### src/rtl/sdac_pkg.sv
package sdac_pkg;

    localparam int FRAME_BITS = 24;
    localparam int DATA_W     = 16;
    localparam int MODE_W     = 2;

    typedef enum logic [2:0] {
        ST_IDLE,
        ST_SETUP,
        ST_SCLK_HI,
        ST_SCLK_LO,
        ST_TAIL,
        ST_GAP
    } sdac_state_e;

    typedef struct packed {
        logic              load_b;
        logic              load_a;
        logic              buf_sel;
        logic [MODE_W-1:0] mode;
        logic [DATA_W-1:0] data;
    } sdac_cmd_t;

endpackage

### src/rtl/sdac_word_pack.sv
module sdac_word_pack
    import sdac_pkg::*;
(
    input  sdac_cmd_t              cmd,
    output logic [FRAME_BITS-1:0]  word
);

    // Field positions are fixed by the receiving converter.
    always_comb begin
        word = '0;
        word[21]                   = cmd.load_b;
        word[20]                   = cmd.load_a;
        word[18]                   = cmd.buf_sel;
        word[DATA_W+MODE_W-1:DATA_W] = cmd.mode;
        word[DATA_W-1:0]           = cmd.data;
    end

endmodule

### src/rtl/sdac_phase_timer.sv
module sdac_phase_timer #(
    parameter int CNT_W = 5
) (
    input  logic             clk,
    input  logic             rst_n,
    input  logic             load,
    input  logic [CNT_W-1:0] load_val,
    output logic             expired
);

    logic [CNT_W-1:0] count;

    always_ff @(posedge clk or negedge rst_n) begin
        if (!rst_n) begin
            count <= '0;
        end else if (load) begin
            count <= load_val;
        end else if (count != '0) begin
            count <= count - 1'b1;
        end
    end

    assign expired = (count == '0);

endmodule

### src/rtl/sdac_bit_shifter.sv
module sdac_bit_shifter #(
    parameter int WIDTH = 24
) (
    input  logic             clk,
    input  logic             rst_n,
    input  logic             load,
    input  logic [WIDTH-1:0] load_word,
    input  logic             shift,
    output logic             msb,
    output logic             last
);

    localparam int LEFT_W = $clog2(WIDTH);

    logic [WIDTH-1:0]  sreg;
    logic [LEFT_W-1:0] left;

    always_ff @(posedge clk or negedge rst_n) begin
        if (!rst_n) begin
            sreg <= '0;
            left <= '0;
        end else if (load) begin
            sreg <= load_word;
            left <= LEFT_W'(WIDTH - 1);
        end else if (shift) begin
            sreg <= {sreg[WIDTH-2:0], 1'b0};
            left <= left - 1'b1;
        end
    end

    assign msb  = sreg[WIDTH-1];
    assign last = (left == '0);

endmodule

### src/rtl/sdac_frame_master.sv
module sdac_frame_master
    import sdac_pkg::*;
#(
    parameter int SYS_CLK_NS         = 4,
    parameter int HALF_CYC           = 5,
    parameter int TAIL_CYC           = 2,
    parameter int GAP_CYC            = 24,
    parameter int MIN_PERIOD_NS      = 33,
    parameter int MIN_PHASE_NS       = 13,
    parameter int MIN_SETUP_NS       = 5,
    parameter int MIN_HOLD_NS        = 5,
    parameter int MIN_SEL_HIGH_NS    = 33,
    parameter int MIN_FALL_TO_SEL_NS = 100
) (
    input  logic              clk,
    input  logic              rst_n,
    input  logic              req_valid,
    output logic              req_ready,
    input  logic              req_dual,
    input  logic              req_chan,
    input  logic              req_load_a,
    input  logic              req_load_b,
    input  logic [MODE_W-1:0] req_mode,
    input  logic [DATA_W-1:0] req_data,
    input  logic [DATA_W-1:0] req_data_b,
    output logic              busy,
    output logic              done,
    output logic              dac_sel_n,
    output logic              dac_sclk,
    output logic              dac_din
);

    localparam int MAX_DUR = (HALF_CYC > TAIL_CYC)
                           ? ((HALF_CYC > GAP_CYC) ? HALF_CYC : GAP_CYC)
                           : ((TAIL_CYC > GAP_CYC) ? TAIL_CYC : GAP_CYC);
    localparam int PHASE_W = $clog2(MAX_DUR + 1);
    localparam logic [PHASE_W-1:0] HALF_LD = PHASE_W'(HALF_CYC - 1);
    localparam logic [PHASE_W-1:0] TAIL_LD = PHASE_W'(TAIL_CYC - 1);
    localparam logic [PHASE_W-1:0] GAP_LD  = PHASE_W'(GAP_CYC - 1);
    localparam int RUN_W = 16;

    // ---------------------------------------------------------------
    // Elaboration-time timing checks against the converter minimums
    // ---------------------------------------------------------------
    if (HALF_CYC * SYS_CLK_NS < MIN_PHASE_NS) begin : g_bad_phase
        $error("serial clock phase shorter than minimum high/low time");
    end
    if (2 * HALF_CYC * SYS_CLK_NS < MIN_PERIOD_NS) begin : g_bad_period
        $error("serial clock period shorter than minimum");
    end
    if (HALF_CYC * SYS_CLK_NS < MIN_SETUP_NS || HALF_CYC * SYS_CLK_NS < MIN_HOLD_NS) begin : g_bad_data
        $error("data setup or hold around the falling edge too short");
    end
    if (TAIL_CYC < 1 || TAIL_CYC * SYS_CLK_NS < MIN_HOLD_NS) begin : g_bad_tail
        $error("tail after last falling edge too short");
    end
    if (GAP_CYC * SYS_CLK_NS < MIN_SEL_HIGH_NS) begin : g_bad_gap
        $error("frame select high time too short");
    end
    if ((TAIL_CYC + GAP_CYC) * SYS_CLK_NS < MIN_FALL_TO_SEL_NS) begin : g_bad_turn
        $error("last falling edge to next frame start too short");
    end

    // ---------------------------------------------------------------
    // State and request capture
    // ---------------------------------------------------------------
    sdac_state_e state, state_d;

    logic                  phase_load;
    logic [PHASE_W-1:0]    phase_val;
    logic                  phase_done;
    logic                  sh_load;
    logic                  sh_shift;
    logic [FRAME_BITS-1:0] sh_word;
    logic                  sh_msb;
    logic                  sh_last;
    logic                  finish;
    logic                  take_second;
    logic                  second_pend;

    sdac_cmd_t             first_cmd;
    sdac_cmd_t             second_cmd;
    sdac_cmd_t             second_cmd_d;
    logic [FRAME_BITS-1:0] first_word;
    logic [FRAME_BITS-1:0] second_word;

    logic sel_n_q;
    logic sclk_q;
    logic busy_q;
    logic done_q;

    // First frame: either the single request or buffer A of a dual one.
    always_comb begin
        if (req_dual) begin
            first_cmd.load_b  = 1'b0;
            first_cmd.load_a  = 1'b0;
            first_cmd.buf_sel = 1'b0;
        end else begin
            first_cmd.load_b  = req_load_b;
            first_cmd.load_a  = req_load_a;
            first_cmd.buf_sel = req_chan;
        end
        first_cmd.mode = req_mode;
        first_cmd.data = req_data;
    end

    // Second frame of a dual request: buffer B, both channels loaded.
    always_comb begin
        second_cmd_d.load_b  = 1'b1;
        second_cmd_d.load_a  = 1'b1;
        second_cmd_d.buf_sel = 1'b1;
        second_cmd_d.mode    = req_mode;
        second_cmd_d.data    = req_data_b;
    end

    sdac_word_pack i_pack_first (
        .cmd  (first_cmd),
        .word (first_word)
    );

    sdac_word_pack i_pack_second (
        .cmd  (second_cmd),
        .word (second_word)
    );

    sdac_phase_timer #(
        .CNT_W (PHASE_W)
    ) i_phase (
        .clk      (clk),
        .rst_n    (rst_n),
        .load     (phase_load),
        .load_val (phase_val),
        .expired  (phase_done)
    );

    sdac_bit_shifter #(
        .WIDTH (FRAME_BITS)
    ) i_shift (
        .clk       (clk),
        .rst_n     (rst_n),
        .load      (sh_load),
        .load_word (sh_word),
        .shift     (sh_shift),
        .msb       (sh_msb),
        .last      (sh_last)
    );

    assign req_ready = (state == ST_IDLE);

    // Next-state and datapath control
    always_comb begin
        state_d     = state;
        phase_load  = 1'b0;
        phase_val   = HALF_LD;
        sh_load     = 1'b0;
        sh_shift    = 1'b0;
        sh_word     = first_word;
        finish      = 1'b0;
        take_second = 1'b0;
        unique case (state)
            ST_IDLE: begin
                if (req_valid) begin
                    state_d    = ST_SETUP;
                    sh_load    = 1'b1;
                    phase_load = 1'b1;
                end
            end
            ST_SETUP: begin
                if (phase_done) begin
                    state_d    = ST_SCLK_HI;
                    phase_load = 1'b1;
                end
            end
            ST_SCLK_HI: begin
                if (phase_done) begin
                    phase_load = 1'b1;
                    if (sh_last) begin
                        state_d   = ST_TAIL;
                        phase_val = TAIL_LD;
                    end else begin
                        state_d = ST_SCLK_LO;
                    end
                end
            end
            ST_SCLK_LO: begin
                if (phase_done) begin
                    state_d    = ST_SCLK_HI;
                    phase_load = 1'b1;
                    sh_shift   = 1'b1;
                end
            end
            ST_TAIL: begin
                if (phase_done) begin
                    state_d    = ST_GAP;
                    phase_load = 1'b1;
                    phase_val  = GAP_LD;
                end
            end
            ST_GAP: begin
                if (phase_done) begin
                    if (second_pend) begin
                        state_d     = ST_SETUP;
                        phase_load  = 1'b1;
                        sh_load     = 1'b1;
                        sh_word     = second_word;
                        take_second = 1'b1;
                    end else begin
                        state_d = ST_IDLE;
                        finish  = 1'b1;
                    end
                end
            end
            default: state_d = ST_IDLE;
        endcase
    end

    // State register
    always_ff @(posedge clk or negedge rst_n) begin
        if (!rst_n) begin
            state <= ST_IDLE;
        end else begin
            state <= state_d;
        end
    end

    // Request capture for the second frame of a dual request
    always_ff @(posedge clk or negedge rst_n) begin
        if (!rst_n) begin
            second_pend <= 1'b0;
            second_cmd  <= '0;
        end else if (state == ST_IDLE && req_valid) begin
            second_pend <= req_dual;
            second_cmd  <= second_cmd_d;
        end else if (take_second) begin
            second_pend <= 1'b0;
        end
    end

    // Registered outputs, decoded from the next state
    always_ff @(posedge clk or negedge rst_n) begin
        if (!rst_n) begin
            sel_n_q <= 1'b1;
            sclk_q  <= 1'b0;
            busy_q  <= 1'b0;
            done_q  <= 1'b0;
        end else begin
            sel_n_q <= !(state_d == ST_SETUP || state_d == ST_SCLK_HI ||
                         state_d == ST_SCLK_LO || state_d == ST_TAIL);
            sclk_q  <= (state_d == ST_SCLK_HI);
            busy_q  <= (state_d != ST_IDLE);
            done_q  <= finish;
        end
    end

    assign dac_sel_n = sel_n_q;
    assign dac_sclk  = sclk_q;
    assign dac_din   = sel_n_q ? 1'b0 : sh_msb;
    assign busy      = busy_q;
    assign done      = done_q;

    // ---------------------------------------------------------------
    // Line monitors feeding the assertions
    // ---------------------------------------------------------------
    logic             sclk_prev;
    logic [4:0]       fall_cnt;
    logic [RUN_W-1:0] hi_run;
    logic [RUN_W-1:0] lo_run;
    logic [RUN_W-1:0] sel_hi_run;
    logic [RUN_W-1:0] since_fall;
    logic             fall_seen;

    assign fall_seen = sclk_prev && !sclk_q;

    always_ff @(posedge clk or negedge rst_n) begin
        if (!rst_n) begin
            sclk_prev  <= 1'b0;
            fall_cnt   <= '0;
            hi_run     <= '0;
            lo_run     <= '1;
            sel_hi_run <= '1;
            since_fall <= '1;
        end else begin
            sclk_prev  <= sclk_q;
            fall_cnt   <= sel_n_q ? 5'd0 : (fall_cnt + 5'(fall_seen));
            hi_run     <= !sclk_q ? '0 : ((hi_run == '1) ? hi_run : hi_run + 1'b1);
            lo_run     <= sclk_q ? '0 : ((lo_run == '1) ? lo_run : lo_run + 1'b1);
            sel_hi_run <= !sel_n_q ? '0 : ((sel_hi_run == '1) ? sel_hi_run : sel_hi_run + 1'b1);
            since_fall <= fall_seen ? RUN_W'(1)
                        : ((since_fall == '1) ? since_fall : since_fall + 1'b1);
        end
    end

    p_sclk_inside_frame_r2: assert property (@(posedge clk) disable iff (!rst_n)
        dac_sclk |-> !dac_sel_n);

    p_frame_has_24_falls_r2: assert property (@(posedge clk) disable iff (!rst_n)
        $rose(dac_sel_n) |-> (fall_cnt == 5'(FRAME_BITS)));

    p_data_steady_high_r3: assert property (@(posedge clk) disable iff (!rst_n)
        (dac_sclk && $past(dac_sclk)) |-> $stable(dac_din));

    p_data_hold_fall_r3: assert property (@(posedge clk) disable iff (!rst_n)
        $fell(dac_sclk) |-> $stable(dac_din));

    p_high_phase_len_r4: assert property (@(posedge clk) disable iff (!rst_n)
        $fell(dac_sclk) |-> (hi_run >= RUN_W'(HALF_CYC)));

    p_low_phase_len_r4: assert property (@(posedge clk) disable iff (!rst_n)
        $rose(dac_sclk) |-> (lo_run >= RUN_W'(HALF_CYC)));

    p_sel_high_gap_r6: assert property (@(posedge clk) disable iff (!rst_n)
        $fell(dac_sel_n) |-> (sel_hi_run >= RUN_W'(GAP_CYC)));

    p_fall_to_next_frame_r6: assert property (@(posedge clk) disable iff (!rst_n)
        $fell(dac_sel_n) |-> (since_fall >= RUN_W'(TAIL_CYC + GAP_CYC)));

    p_done_single_cycle_r8: assert property (@(posedge clk) disable iff (!rst_n)
        done |=> !done);

    p_done_when_idle_r8: assert property (@(posedge clk) disable iff (!rst_n)
        done |-> (req_ready && !busy && dac_sel_n));

endmodule

### config.mk
export PLATFORM = sky130hd
export DESIGN_NAME = sdac_frame_master
export DESIGN_NICKNAME = d
export VERILOG_FILES = /design/src/rtl/sdac_pkg.sv /design/src/rtl/sdac_word_pack.sv /design/src/rtl/sdac_phase_timer.sv /design/src/rtl/sdac_bit_shifter.sv /design/src/rtl/sdac_frame_master.sv
export SDC_FILE = /design/constraint.sdc
export NUM_CORES = 1
export LEC_CHECK = 0
export ABC_CLOCK_PERIOD_IN_PS = 6700
export BUFFER_PORTS_ARGS = -buffer_cell sky130_fd_sc_hd__buf_2
export CAP_MARGIN = 5
export CORE_MARGIN = 4
export CORE_UTILIZATION = 40
export CTS_CLUSTER_DIAMETER = 50
export DETAILED_ROUTE_END_ITERATION = 10
export GPL_TIMING_DRIVEN = 1
export PLACE_DENSITY = 0.68
export RECOVER_POWER = 50
export SLEW_MARGIN = 40
export SYNTH_ARGS = -nofsm -noshare
export SYNTH_HDL_FRONTEND = slang
export SYNTH_SLANG_ARGS = --single-unit
### constraint.sdc
create_clock -name clk -period 6.7 [get_ports clk]
set_clock_uncertainty 0.05 [all_clocks]
set_input_delay 1.005 -clock clk [delete_from_list [all_inputs] [get_ports clk]]
set_output_delay 1.005 -clock clk [all_outputs]
set_load 0.1 [all_outputs]
==> results by group, run 1 <==
Setup path
  • Startpoint type of the worst setup path: primary input
  • Reg2Reg Setup Slack: 3.73 ns
  • Worst reg2reg path depth: 4
  • Worst-path cell chain: buf_2 -> clkbuf_1
  • CP Capture Type: async pin
  • RR Endpoint: i_shift.sreg[19]
  • CP top delay family: buffers and inverters
  • RR Startpoint: state[2]
  • Worst path buffer plus inverter count: 2
  • WS Path Type: in2async
  • Crit path max fanout: 61
  • CP peak stage delay: 2.25 ns
  • Worst path required time: 6.38 ns
  • Critical Path AT: 3.36 ns
  • Slowest cell on the critical path: clkbuf_1

Yosys
  • Register area share after synthesis: 0.4912
  • Synthesized instance count: 335
  • Post-synthesis compound-gate area fraction: 0.1673
  • Synth Cell Area: 3110 sq um
  • Primary FF master, synth: dfrtp_1
  • Post-Synth Simple-Gate Area: 0.2249
  • Synthesized flop and latch total: 61
  • Post-synth EDFFs: 0
  • Asr flop ratio synth: 1.000
  • Post-synth top area share: 0.4827
  • Area contributors post-synth: dfrtp_1 48%, nand2_1 11%, o21ai_0 2.9%
  • Multiplexer share of the synthesized area: 0.03701
  • Syn avg cell area: 9.285 sq um
  • Synth area leader: dfrtp_1
  • Post-Synth Adder-Cell Area: 0.01609
  • Xor and xnor area share after synthesis: 0.01408
  • Synth cell types: 53
  • Synth Net Count: 380
  • Largest family of logic cells by synthesized area: simple AND/OR/NAND/NOR gates
  • Warnings, synthesis: 0

Min path
  • Hold crit path type: reg2reg
  • Hold Path Stages: 2
  • Worst min-delay path endpoint: second_cmd[12]
  • Hold path start: second_cmd[12]

Clock tree
  • Sink Count: 61
  • CTS Buf Count: 9
  • Cts hold-fix bufs: 0
  • CTS root buf: clkbuf_8
  • Worst-skew pair later-pin latency: 0.34 ns
  • Clock buffer depth: 2
  • CTS tree: built
  • Post_cts resized: 0
  • H-Tree Depth: 3
  • Clk pin slew, worst setup/hold paths: 0.07 ns
  • Setup bufs post-CTS: 0

Routing
  • DRC violation count after routing: 0
  • Wire per inst: 15.08 microns
  • Total routed wirelength: 7.131 mm
  • 1st-iter DRT viols: 168
  • Vias per cell: 5.431
  • DR pass1 iterations: 4
  • Vias: 2569
  • Antenna Violating Nets Remaining: 0

Power
  • Leakage power: 0.001606 uW
  • Worst VDD drop: 0.1570 mV
  • Power per cell area: 413.3 nW/um^2

STA
  • Max_slew headroom: -1.142
  • Setup Viol. Count Final: 0
  • Fmax: 271.1 MHz
  • Max Slew Vio Count: 104
  • Final WS setup: 3.011 ns
  • Fin crit share: 0.5506
  • Final hold vios: 0
  • TNS Setup: 0 ns
  • Worst slew pin tran: 3.212 ns
  • RSZ-0062 raised after global routing: no
  • Tmin final: 3.689 ns

Finish
  • Share of layout cells above drive strength 1: 0.2139
  • Area of the multi-input gates: 1438 sq um
  • Commonest non-fill, non-tap cell in the layout: nand2_1
  • Layout area overhead: 13.35%
  • Most frequent cells in the layout: 94 x nand2_1, 60 x dfrtp_1, 46 x buf_2
  • # nets final: 416
  • Filler Cells Inserted: 713
  • Storage cell area: 1528 sq um
  • Diode count: 0

Outcome
  • Outcome: finished, violations left
  • Failing checks: max-capacitance violations, max-slew violations

Floorplan
  • Io pins: 47
  • Die width: 96.18 microns
  • Die footprint: 9251 sq um
  • Initial core utilization: 0.4199
  • Site Rows: 31
  • Overall die height: 96.18 microns
  • Core area: 7408 sq um

Global route
  • Tot GR Track Use: 0.1713
  • Initial antenna violation count: 0
  • Largest net degree at the start of global routing: 62
  • Grt ovf: 0
  • Global-route wire length before repair: 12.23 mm
  • Number of global-route vias before repair: 2540

Place
  • Pre-CTS WS: 3.936 ns
  • DP Wirelength: 4.649 mm
  • Final Wtd Congestion: 0.7830
  • PortBufs: 46

Job
  • Max-Cap Viols: 2
-- kinds of logic after synthesis --
| kind of cell | count (synthesis) |
|---|---|
| AOI/OAI and AO/OA | 75 |
| xor gates and xnor gates | 5 |
| adders and majority gates | 4 |
| buffers and inverters | 31 |
| DFF | 61 |
| muxes | 10 |
| and+or+nand+nor | 149 |
-- Yosys cell counts, types with 2 or more instances --
library cell,count
xnor2_1,3
nor4_1,9
or3_1,2
nor3_1,6
nor2b_1,3
nor4b_1,4
a21oi_1,11
o32ai_1,2
nand3b_1,2
buf_2,6
nor2_1,12
ha_1,4
a2bb2oi_1,6
o2bb2ai_1,6
xor2_1,2
nand3_1,3
a31oi_1,13
a2111oi_0,2
o221a_2,2
nand2_1,94
mux2_2,8
clkbuf_1,14
inv_1,7
o21bai_1,2
nand2b_1,4
o21ai_0,18
a221o_1,2
buf_6,4
dfrtp_1,60
-- flip-flops by register name, summed over array words and instances, names as in the netlist --
name,count
i_shift.sreg,24
second_cmd,19
i_phase.count,5
i_shift.left,5
state,3
busy,1
dac_sclk,1
dac_sel_n,1
done,1
second_pend,1
-- through the flow --
stage,total power [uW],std cells,cell area (sq um),hold slack [ns],utilization
after floorplan,1064,335,3110,0.3955,-
after global placement,1161,459,3366,0.4115,0.4543
after detailed placement,1177,459,3368,0.4119,0.4547
after CTS,1467,473,3533,0.4289,0.4769
after global routing,1573,473,3526,0.4600,0.4759
final,1457,473,3526,0.4244,0.4759
-- report_power, final --
group          internal [uW]  total, uW  switching, uW
clock                    149        284            135
combinational            218        509            291
sequential               534        664            130
total                    901       1460            556
-- worst max-delay path by stage --
stage	slack (ns)	end	depth (start not counted)	from
after floorplan	3.72	dac_din	1	dac_sel_n
after global placement	3.99	i_shift.sreg[3]	5	req_valid
after detailed placement	3.94	i_shift.sreg[13]	4	state[2]
after CTS	3.70	req_ready	3	state[1]
after global routing	2.28	state[2]	2	rst_n
final	3.01	i_phase.count[4]	2	rst_n
-- cell type report --
| class | instances | area share |
|---|---|---|
| Clock buffer | 12 | 0.04400 |
| Clock inverter | 2 | 0.002839 |
| Inverter | 7 | 0.007452 |
| Multi-Input combinational cell | 243 | 0.4077 |
| Sequential cell | 61 | 0.4333 |
| Tap cell | 99 | 0.03513 |
| Timing Repair Buffer | 49 | 0.06955 |
-- tightest hold or removal path: stages, from the launching register on --
cell,delay [ns]
dfrtp_1,0.34
nand2_1,0.05
nand2_1,0.05
-- layer usage --
layer  vias up  track usage  wire [microns]
met5         -            0               0
met4         0      0.07227             104
met3        12      0.04144             414
met2        68       0.2616            3285
met1      1238       0.2315            3327
li1       1251            -               -
Power figures use the tool's default switching activity.
==> inputs of run 2 (changes only) <==
- ABC_CLOCK_PERIOD_IN_PS: 6700 -> 3680
- clock period: 6.7 -> 3.68 ns (I/O delays scaled with it)
==> results by group, run 2 (synthesis results as in run 1) <==
Setup path
  • Worst path buffer plus inverter count: 1 (-1)
  • Worst path required time: 3.84 ns (-2.54 ns)
  • Worst-path cell chain: inv_1 -> ha_1 -> or4b_4 -> a211oi_2 -> or2_2 -> mux2_2
  • Beginning of the critical path: i_phase.count[0]
  • WS Path Type: reg2reg
  • CP top delay family: simple AND/OR/NAND/NOR gates
  • CP Capture Type: register
  • Crit path max fanout: 30 (-51%)
  • Slowest cell on the critical path: or4b_4
  • Startpoint type of the worst setup path: register
  • Critical Path AT: 2.79 ns (-0.57 ns)
  • RR Endpoint: i_shift.sreg[2]
  • Reg2Reg Setup Slack: 1.05 ns (-2.68 ns)
  • CP peak stage delay: 0.65 ns (-1.60 ns)
  • WP depth: 6 (+4)
  • Worst reg2reg path depth: 6 (+2)
  • RR Startpoint: i_phase.count[0]
  • Setup crit end: i_shift.sreg[2]

Clock tree
  • Cts hold-fix bufs: 0 (unchanged)
  • CTS root buf: clkbuf_8
  • CTS tree: built
  • Worst-skew pair later-pin latency: 0.33 ns (about the same)
  • CTS Buf Count: 9 (unchanged)
  • Clock buffer depth: 2 (unchanged)
  • Clk pin slew, worst setup/hold paths: 0.07 ns (about the same)
  • Sink Count: 61 (unchanged)
  • H-Tree Depth: 3 (unchanged)
  • Post_cts resized: 0 (unchanged)
  • Setup bufs post-CTS: 0 (unchanged)

Routing
  • DRC violation count after routing: 0 (unchanged)
  • 1st-iter DRT viols: 121 (-28%)
  • Wire per inst: 15.64 microns (+3.7%)
  • Antenna Violating Nets Remaining: 0 (unchanged)
  • Vias: 2568 (-0.039%)
  • Total routed wirelength: 7.443 mm (+4.4%)
  • DR pass1 iterations: 4 (unchanged)
  • Vias per cell: 5.395 (-0.67%)

Finish
  • Biggest regs: i_shift.sreg: 24 flops, second_cmd: 19 flops
  • Final Cell Area: 3543 sq um (+0.50%)
  • Storage cell area: 1528 sq um (unchanged)
  • Layout area overhead: 13.92%
  • Most frequent cells in the layout: 94 x nand2_1, 60 x dfrtp_1, 42 x buf_2
  • Commonest non-fill, non-tap cell in the layout: nand2_1
  • # nets final: 419 (+0.72%)
  • Area of the multi-input gates: 1438 sq um (unchanged)
  • Share of layout cells above drive strength 1: 0.2095 (-0.004355)
  • Filler Cells Inserted: 714 (+0.14%)
  • Largest register FFs: 24 (unchanged)
  • Final core occ: 0.4783 (+0.002365)
  • Largest Register: i_shift.sreg
  • Diode count: 0 (unchanged)

Place
  • PortBufs: 46 (unchanged)
  • Final Wtd Congestion: 0.7784 (-0.59%)
  • Pre-CTS WS: 1.089 ns (-2.847 ns)
  • Area after DPL: 3391 sq um (+0.67%)
  • DP Wirelength: 5.029 mm (+8.2%)

STA
  • Fin crit share: 0.7133
  • Final WS setup: 1.055 ns (-1.956 ns)
  • Worst slew pin tran: 2.340 ns (-0.8720 ns)
  • WHS: 0.3538 ns (-0.07055 ns)
  • Setup Viol. Count Final: 0 (unchanged)
  • Final hold vios: 0 (unchanged)
  • Tmin final: 2.625 ns
  • Fmax: 380.9 MHz
  • Max Slew Vio Count: 44 (-58%)
  • Max_slew headroom: -0.5603 (+0.5813)
  • RSZ-0062 raised after global routing: no
  • TNS Setup: 0 ns (unchanged)

Floorplan
  • Die footprint: 9251 sq um (unchanged)
  • Die width: 96.18 microns (unchanged)
  • Initial core utilization: 0.4199 (unchanged)
  • Core area: 7408 sq um (unchanged)
  • Overall die height: 96.18 microns (unchanged)
  • Io pins: 47 (unchanged)
  • Site Rows: 31 (unchanged)

Outcome
  • Outcome: finished, violations left
  • Failing checks: max-capacitance violations, max-slew violations

Job
  • Max-Cap Viols: 1 (-1)

Global route
  • Tot GR Track Use: 0.1749 (+0.003586)
  • Initial antenna violation count: 0 (unchanged)
  • Grt ovf: 0 (unchanged)
  • Number of global-route vias before repair: 2582 (+1.7%)
  • Global-route wire length before repair: 12.56 mm (+2.7%)
  • Largest net degree at the start of global routing: 44 (-29%)

Power
  • Leakage power: 0.001608 uW (+0.12%)
  • Worst VDD drop: 0.2620 mV (+67%)
  • Power per cell area: 752.9 nW/um^2 (+82%)

Min path
  • Hold crit path type: in2reg
run 2: cell types whose count changed in the layout (fill, tap and decap cells not counted):
cell / change
buf_2: -4
buf_4: +3
clkbuf_1: +4
run 2: stage by stage:
step | cells | total power [uW]
CTS | 476 | 2685
finish | 476 | 2668
global route | 476 | 2861
detailed placement | 462 | 2157
global placement | 462 | 2117
floorplan | 335 | 1937
run 2: tightest hold or removal path: stages:
cell and delay, ns:
buf_2 0.07, nand2_1 0.04, nand2_1 0.04
run 2: area by class of cell:
cell class	instances	area share
clock inverter	2	0.002825
multi-input combinational	243	0.4057
tap	99	0.03496
timing repair buffer	52	0.07415
inverter	7	0.007415
clock buffer	12	0.04379
sequential	61	0.4311
run 2: how the worst min path moves through the flow:
stage,startpoint,end,depth (start not counted)
6_report,req_data_b[11],second_cmd[11],3
5_1_grt,req_data_b[10],second_cmd[10],3
4_1_cts,rst_n,second_cmd[12],1
3_5_place_dp,second_cmd[14],second_cmd[14],2
3_3_place_gp,second_cmd[8],second_cmd[8],2
2_1_floorplan,rst_n,busy,0
run 2: routing by layer:
metal	up-vias	part of all wire	track usage
li1	1249	-	-
met1	1233	0.44	0.2389
met2	80	0.49	0.2800
met3	6	0.064	0.02971
met4	0	0.0071	0.06043
met5	-	0	0
run 2: power by group:
group | total, uW | internal [uW] | switching (uW) | leakage (uW)
clock network | 521 | 272 | 249 | 0.0000881
logic | 928 | 399 | 529 | 0.000785
registers | 1220 | 972 | 248 | 0.000735
total | 2670 | 1640 | 1030 | 0.00161
==> inputs of run 3 (changes only) <==
- ABC_AREA: default -> 1
- ABC_CLOCK_PERIOD_IN_PS: 3680 -> 2450
- clock period: 3.68 -> 2.45 ns (I/O delays scaled with it)
==> results by group, run 3 <==
Outcome
  • Outcome: finished, violations left
  • Failing checks: max-capacitance violations, max-slew violations

Routing
  • DRC violation count after routing: 0 (unchanged)
  • DR pass1 iterations: 4 (unchanged)
  • Total routed wirelength: 6.730 mm (-9.6%)
  • Antenna Violating Nets Remaining: 0 (unchanged)
  • Wire per inst: 12.10 microns (-23%)
  • Vias per cell: 4.800 (-11%)
  • Vias: 2669 (+3.9%)
  • 1st-iter DRT viols: 135 (+12%)

Yosys
  • Asr flop ratio synth: 1.000 (unchanged)
  • Syn avg cell area: 7.947 sq um (-14%)
  • Warnings, synthesis: 0 (unchanged)
  • Area contributors post-synth: dfrtp_1 47%, nand2_1 18%, inv_1 4.8%
  • Xor and xnor area share after synthesis: 0.002728 (-0.01135)
  • Primary FF master, synth: dfrtp_1
  • Post-synth top area share: 0.4677 (-0.01505)
  • Post-synthesis compound-gate area fraction: 0.1002 (-0.06718)
  • Largest family of logic cells by synthesized area: simple AND/OR/NAND/NOR gates
  • Top cells by count, synth: 150 x nand2_1, 60 x dfrtp_1, 41 x inv_1, 28 x nand3_1, 28 x nor2_1
  • Register area share after synthesis: 0.4758 (-0.01531)
  • Synth area leader: dfrtp_1
  • Post-Synth Adder-Cell Area: 0.01559 (-0.0005016)
  • Multiplexer share of the synthesized area: 0 (-0.03701)
  • Synth cell types: 32 (-40%)
  • Synthesized instance count: 404 (+21%)
  • Post-Synth Simple-Gate Area: 0.3227 (+0.09782)
  • Top-count cell post-synth: nand2_1
  • Post-synth EDFFs: 0 (unchanged)
  • Synth Net Count: 449 (+18%)
  • Synth Cell Area: 3211 sq um (+3.2%)
  • Synthesized flop and latch total: 61 (unchanged)

Clock tree
  • Clk pin slew, worst setup/hold paths: 0.07 ns (about the same)
  • CTS tree: built
  • CTS root buf: clkbuf_8
  • H-Tree Depth: 3 (unchanged)
  • Worst-skew pair later-pin latency: 0.34 ns (about the same)
  • Clock buffer depth: 2 (unchanged)
  • Sink Count: 61 (unchanged)
  • CTS Buf Count: 9 (unchanged)

STA
  • TNS Setup: 0 ns (unchanged)
  • RSZ-0062 raised after global routing: no
  • Final hold vios: 0 (unchanged)
  • Max Slew Vio Count: 62 (+41%)
  • Tmin final: 2.090 ns (-0.5347 ns)
  • Worst slew pin tran: 1.512 ns (-0.8283 ns)
  • Fin crit share: 0.8532 (+0.1399)
  • Setup Viol. Count Final: 0 (unchanged)
  • WHS: 0.1739 ns (-0.1799 ns)
  • Max_slew headroom: -0.008096 (+0.5522)
  • Fmax: 478.4 MHz (+26%)

Floorplan
  • Initial core utilization: 0.4133 (-0.006524)
  • Site Rows: 32 (+3.2%)
  • Io pins: 47 (unchanged)
  • Core area: 7767 sq um (+4.8%)
  • Overall die height: 97.59 microns (+1.5%)
  • Die width: 97.59 microns (+1.5%)
  • Die footprint: 9524 sq um (+3.0%)

Finish
  • Biggest regs: i_shift.sreg: 24 flops, second_cmd: 19 flops
  • Diode count: 0 (unchanged)
  • Layout area overhead: 13.56%
  • Commonest non-fill, non-tap cell in the layout: nand2_1
  • Largest Register: i_shift.sreg
  • # nets final: 495 (+18%)
  • Final core occ: 0.4694 (-0.008904)
  • Largest register FFs: 24 (unchanged)
  • Most frequent cells in the layout: 151 x nand2_1, 60 x dfrtp_1, 44 x buf_2
  • Share of layout cells above drive strength 1: 0.1784 (-0.03113)

Setup path
  • Worst path required time: 2.62 ns (-1.22 ns)
  • Worst reg2reg path depth: 9 (+3)
  • Beginning of the critical path: i_phase.count[0]
  • CP Capture Type: register
  • Critical Path AT: 2.26 ns (-0.53 ns)
  • Slowest cell on the critical path: dfrtp_1
  • RR Endpoint: i_shift.sreg[23]
  • Reg2Reg Setup Slack: 0.36 ns (-0.70 ns)
  • Startpoint type of the worst setup path: register
  • CP peak stage delay: 0.41 ns (-0.24 ns)
  • Crit path max fanout: 31 (+3.3%)
  • WS Path Type: reg2reg
  • RR Startpoint: i_phase.count[0]
  • Most common cell on crit path: inv_1
  • Setup crit end: i_shift.sreg[23]
  • Worst-path cell chain: inv_1 -> ha_1 -> nand2_1 -> nor2_4 -> nand3_4 -> nand2_4 -> nor2_8 -> a21boi_0 -> inv_1

Power
  • Leakage power: 0.002038 uW (+27%)
  • Worst VDD drop: 0.2942 mV (+12%)
  • Power per cell area: 512.0 nW/um^2 (-32%)

Global route
  • Largest net degree at the start of global routing: 62 (+41%)
  • Grt ovf: 0 (unchanged)
  • Global-route wire length before repair: 11.88 mm (-5.4%)
  • Number of global-route vias before repair: 2675 (+3.6%)
  • Tot GR Track Use: 0.1541 (-0.02084)
  • Initial antenna violation count: 0 (unchanged)

Place
  • PortBufs: 46 (unchanged)
  • Final Wtd Congestion: 0.8456 (+8.6%)
  • DP Wirelength: 4.593 mm (-8.7%)

Job
  • Max-Cap Viols: 1 (unchanged)

Min path
  • Hold crit path type: in2reg
  • Hold path start: req_data_b[0]
[run 3: cell types whose count changed in the layout (fill, tap and decap cells not counted), moves of 5 or more]
cell | previous run | this run
a2bb2oi_1 | 6 | 0
nor4_1 | 9 | 0
nor2_1 | 11 | 28
a31oi_1 | 13 | 1
mux2_2 | 8 | 0
o2bb2ai_1 | 6 | 0
clkbuf_1 | 7 | 2
inv_1 | 7 | 41
nand3_1 | 3 | 28
o211ai_1 | 0 | 12
nand2_1 | 94 | 151
[run 3: per-stage QoR]
| stage | worst slack (ns) | cells | instance area, sq um | total power (uW) |
|---|---|---|---|---|
| after floorplan | 0.1785 | 404 | 3211 | 1065 |
| after global placement | 0.4564 | 540 | 3491 | 1125 |
| after detailed placement | 0.3490 | 540 | 3491 | 1127 |
| after CTS | 0.3352 | 556 | 3666 | 1902 |
| after global routing | 0.08508 | 556 | 3646 | 1962 |
| final | 0.3596 | 556 | 3646 | 1867 |
[run 3: layer usage]
metal	part of all wire	wire length, microns	track usage
met5	0	0	0
met4	0.016	109	0.05644
met3	0.054	363	0.05456
met2	0.46	3104	0.2414
met1	0.47	3153	0.1962
[run 3: cell families (layout without fill, tap and decap cells)]
group,after synthesis,count (layout)
and+or+nand+nor,227,227
DFF,61,61
buffers and inverters,57,107
AOI/OAI and AO/OA,54,54
adders and majority gates,4,4
xor gates and xnor gates,1,1
[run 3: layout make-up]
cell class              instances  area [sq um]
fillers                       792          4121
clock inverters                 5         27.53
flip-flops and latches         61          1528
multi-input cells             286          1414
clock buffers                  10         137.6
repair buffers                 49         250.2
inverters                      43         161.4
well taps                     102         127.6
[run 3: worst min-delay path by stage]
stage / slack [ns] / cells after the start / endpoint
CTS: 0.15 / 3 / second_cmd[8]
floorplan: 0.02 / 0 / busy
global route: 0.14 / 3 / second_cmd[6]
finish: 0.17 / 3 / second_cmd[0]
detailed placement: 0.36 / 2 / i_shift.left[2]
global placement: 0.36 / 2 / i_shift.left[3]
[run 3: critical path, delay by kind of cell, from the launching register on]
kind	cells	cell delay (ns)
adder cells (fa/ha/maj)	1	0.17
flip-flops	1	0.41
AND/OR/NAND/NOR	5	1.02
AO/OA/AOI/OAI	1	0.17
buffers and inverters	2	0.16
[run 3: repair_timing]
| action | in CTS | in global routing |
|---|---|---|
| resized for setup | 0 | 0 |
| hold buffers | 1 | 0 |
| hold endpoints to repair | 60 | 0 |
| setup buffers | 0 | 0 |
| endpoints found under the setup margin | 0 | 0 |
[run 3: where the power goes]
group          leakage (uW)  internal [uW]  switching, uW  total [uW]
Combinational       0.00119           31.5           40.2        71.7
Sequential         0.000763           1020           8.34        1030
Clock             0.0000877            381            383         763
